**src/rtl/ofs_load_seq.sv**
```systemverilog
module ofs_load_seq #(
  parameter int DW     = 9,
  parameter int OW     = 14,
  parameter int DEF_LO = 7
) (
  input  logic          clk,
  input  logic          rst_n,
  input  logic          load_n,
  input  logic          wen_n,
  input  logic          ren_a_n,
  input  logic          ren_b_n,
  input  logic [DW-1:0] din,
  output logic [DW-1:0] dout,
  output logic [OW-1:0] empty_ofs,
  output logic [OW-1:0] full_ofs,
  output logic          proto_err
);
  localparam int            HW      = OW - DW;
  localparam logic [DW-1:0] HI_MASK = DW'((1 << HW) - 1);
  localparam logic [DW-1:0] LO_RST  = DW'(DEF_LO);

  logic          prog_mode;
  logic [1:0]    sel;
  logic [DW-1:0] ofs_q [4];

  wire sess   = prog_mode & ~load_n;
  wire wr_acc = sess & ~wen_n;
  wire rd_acc = sess & ~ren_a_n & ~ren_b_n;
  wire [DW-1:0] wr_val = sel[0] ? (din & HI_MASK) : din;

  always_ff @(posedge clk) begin
    if (!rst_n) prog_mode <= ~load_n;
  end

  always_ff @(posedge clk) begin
    if (!rst_n) begin
      sel       <= 2'd0;
      dout      <= '0;
      proto_err <= 1'b0;
      for (int k = 0; k < 4; k++) ofs_q[k] <= (k % 2 == 1) ? '0 : LO_RST;
    end else begin
      proto_err <= wr_acc & rd_acc;
      if (wr_acc) begin
        ofs_q[sel] <= wr_val;
        sel        <= sel + 2'd1;
      end else if (rd_acc) begin
        dout <= ofs_q[sel];
        sel  <= sel + 2'd1;
      end
    end
  end

  assign empty_ofs = {ofs_q[1][HW-1:0], ofs_q[0]};
  assign full_ofs  = {ofs_q[3][HW-1:0], ofs_q[2]};
endmodule

```
**config.mk**
```make
export PLATFORM = sky130hd
export DESIGN_NAME = ofs_load_seq
export DESIGN_NICKNAME = d
export VERILOG_FILES = /design/src/rtl/ofs_load_seq.sv
export SDC_FILE = /design/constraint.sdc
export NUM_CORES = 1
export LEC_CHECK = 0
export BUFFER_PORTS_ARGS = -buffer_cell sky130_fd_sc_hd__clkbuf_2
export CAP_MARGIN = 10
export CORE_MARGIN = 2
export CORE_UTILIZATION = 45
export CTS_CLUSTER_SIZE = 10
export DETAILED_ROUTE_END_ITERATION = 10
export PLACE_DENSITY = 0.69
export SYNTH_ARGS = -nofsm -noshare
export SYNTH_HDL_FRONTEND = slang
export SYNTH_SLANG_ARGS = --single-unit
```
**constraint.sdc**
```tcl
create_clock -name clk -period 2.95 [get_ports clk]
set_input_delay 0.885 -clock clk [delete_from_list [all_inputs] [get_ports clk]]
set_output_delay 0.885 -clock clk [all_outputs]
set_load 0.01 [all_outputs]
```
# Word-level counts from Yosys, hierarchy flattened
# Memory sizes are Yosys's and may differ from the RTL's. A register that Yosys moved wholly into a read port is not among the register bits.
# Index checks and enable logic that the tools add are counted.
# word_totals
regBits	4
n_memories	1
mem_bits_rw	36
wordCells	29
in_bits	15
# mem_list
memory	words	word_bits	rd	rd_ports_with_merged_regs	wr	line_no	text
ofs_q	4	9	5	1	4	24	logic [DW-1:0] ofs_q [4];
# op_classes
reduce_logical	4
muxes	10
n_bitwise	10
n_addsub	1
# ops
cell	n
9-bit 2-to-1 mux	2
9-bit OR reduction	1
2-bit 2-to-1 mux	3
1-bit bitwise AND	5
1-bit 2-to-1 mux	5
1-bit NOT	5
2-bit by 1-bit adder with 2-bit output (second input constant)	1
2-bit AND reduction	1
2-bit nonzero test	1
1-bit logical NOT	1

# Logic depth before layout (Yosys ltp)
# logic_depth
depth_word	8
ltp_mapped	4

# Least setup slack after synthesis
# Ideal clock, no wire load.
# synth_timing
path_kind	in2reg
startpoint	input port load_n
endpoint	memory ofs_q[3][0] (enable)
path_buffers	0
stages	3
setup_slack_ns	0.715
setup_time_ns	0.387
required_ns	2.563
arrival_ns	1.847
cell_sequence	nor2b_1 nand3_1 o21ai_0
# synth_rtl
element	line_no	text
start: declaration	8	input logic load_n,
end: declaration	24	

==> results.cfg <==
[status]
status = completed

[logic_synthesis]
synth_top_family_by_area = simple AND/OR/NAND/NOR gates
synth_compound_area_share_pct = 5.19
synth-xor-area-share_pct = 0
synth_seq_cells = 49
synth.cell_area_sq_um = 2190
synth_warnings = 0
synthTopCellsByArea = edfxtp_1 (51%), dfxtp_1 (11%), mux4_1 (8.4%), and2_1 (7.4%), a22o_1 (3.6%)
synth_cell_types = 31
synth_largest_area_cell = edfxtp_1
synth.top_cell.area_share_pct = 50.7
synthAdderAreaFrac_pct = 0
ys_seq_area_share_pct = 61.6
synth_cells = 141
synthMuxAreaShare_pct = 10.9
synth_area_per_cell_sq_um = 15.6
yosys.area_share.simple_pct = 16.5

[floorplan]
die_area_sq_um = 5450
fp.dieH_um = 73.8
core_area_sq_um = 4720
die_width_um = 73.8
start_util_pct = 46.4
rows = 25
io_pins = 53

[timing]
finalCritPeriodShare_pct = 74.8
timing.setup.tns_ns = 0
worst_pin_slew_ns = 0.713
slew_headroom_pct = 52.4
finalCriticalPeriod_ns = 2.21
clock_skew_ns = 0.00913
maxSlewViolCount = 0
max_freq_ghz = 0.453
hold_viol_final = 0
finalSetupViolations = 0
rsz0062_at_grt = false

[critical_path]
worst-setup-path-type = input port to register
path_cells = clkbuf_2, nand4bb_4, nor3b_2, nand2b_1
ff2ff_setup_slack_ns = 0.92
worstSetupStartpointType = input port
cpPeakStageDelay_ns = 0.45
rr_worst_depth = 2
required_ns = 2.91
slowest_stage = nand2b_1
cp.arrival_ns = 2.16
worstSetupEndpointType = register
cp_max_fo = 9

[grt]
antenna_found_initial = 0
track_usage_pct = 17.8
grt_pass1_vias = 1347
overflow = 0
grt_first_pass_wirelength_um = 6890
grt_max_degree = 16

[clock_tree]
cts_hold_buf = 0
cts.sinks = 49
htree_levels = 2
cts_tree = done
cts_resized = 0
postCtsSetupRepairBufs = 0
cts_max_path_buffers = 2
numCtsBuffers = 5
insertion_delay_ns = 0.30
clk_pin_slew_worst_paths_ns = 0.09
cts-root-buf = clkbuf_8

[finish]
fillers = 397
seqCellArea_sq_um = 1350
finalNetCount = 208
area_growth_pct = 17.6
drive_gt1_share_pct = 36.1
diodes = 0
layout_common_cells = clkbuf_2 (52), edfxtp_1 (37), and2_1 (26), dfxtp_1 (12), nand2b_1 (11)
multiInputGateArea_sq_um = 729
layout_commonest_cell = clkbuf_2

[min_path]
whs_path_depth = 1
min_path_type = register to register

[drt]
via_count = 1339
wl_um = 4550
via_per_inst = 5.13
wl_per_cell_um = 17.4
remaining_drc_errors = 0
firstDrtPassIters = 4
drt_iter0_drc = 56
antenna_left = 0

[job]
drv_cap = 0

[place]
io_buffers = 52
routabilityCongestion = 0.762
dpl.hpwl_um = 3270

[power]
power_mw = 1.38
powerDensity_nw_per_um2 = 536
power_leakage_nw = 1.02
vdd_ir_drop_max_v = 0.000279
[per-layer routing]
layer  up-vias  share of wire, %  GRT usage [%]
li1        622                 -              -
met1       667                42           22.3
met2        41                51           29.0
met3         9               4.1           4.39
met4         0               2.4           8.48
met5         -                 0              0
[per-stage QoR]
step	area [sq um]	instances	hold slack (ns)	worst slack, ns	util (%)
after floorplan	2200	144	0.511	0.715	-
after detailed placement	2460	253	0.467	0.441	52.1
after CTS	2580	261	0.492	0.747	54.6
after global placement	2460	253	0.462	0.557	52.1
after global routing	2580	261	0.503	0.654	54.6
final	2580	261	0.483	0.743	54.6
[area by class of cell]
class,instances,share of cell area (%)
clock buffer,7,3.35
timing repair buffer,56,11.3
tap,67,3.25
clock inverter,1,1.16
multi-input combinational,79,28.3
sequential,49,52.4
inverter,2,0.291
[power by group]
part / internal [mW] / switching (mW)
clock: 0.277 / 0.224
sequential: 0.764 / 0.0182
combinational: 0.0459 / 0.0541
[logic make-up (layout without fill, tap and decap cells)]
kind of cell    count (synthesis)  after routing
compound gates                 14             14
other cells                     1              4
mux                            10             10
flops                          49             49
buf+inv                        16             66
simple gates                   51             51
[registers in the layout, indices dropped and copies added (netlist names)]
name and count:
prog_mode 1, ofs_q 36, dout 9, sel 2, proto_err 1
[worst max-delay path: cells and delay by family]
kind          cells  cell delay, ns
simple gates      3            1.15
buf+inv           1            0.13
[synth_stat cells]
cell type and count:
conb_1 1, nand2b_1 11, nor3b_4 1, o21ai_0 2, and2_1 26, buf_2 1, nor3b_1 1, nor2_1 2
dfxtp_1 12, inv_1 2, buf_6 1, nor3_1 2, and4_1 1, nor3b_2 1, nand3_1 1, edfxtp_1 37
clkbuf_2 1, mux4_2 2, mux2i_1 1, nand2_1 1, buf_4 10, mux4_1 7, a22o_1 9, or3_1 1
buf_12 1, a31oi_2 1, nor3_4 1, nor2b_1 1, a21oi_1 1, nand4bb_4 1, o21a_1 1
[worst paths after layout]
path	endpoint	startpoint
setup / recovery	ofs_q[1][8]	wen_n
hold / removal	dout[7]	dout[7]
setup reg to reg	ofs_q[1][8]	sel[0]
hold reg to reg	dout[7]	dout[7]
(Power assumes the default switching activity.)
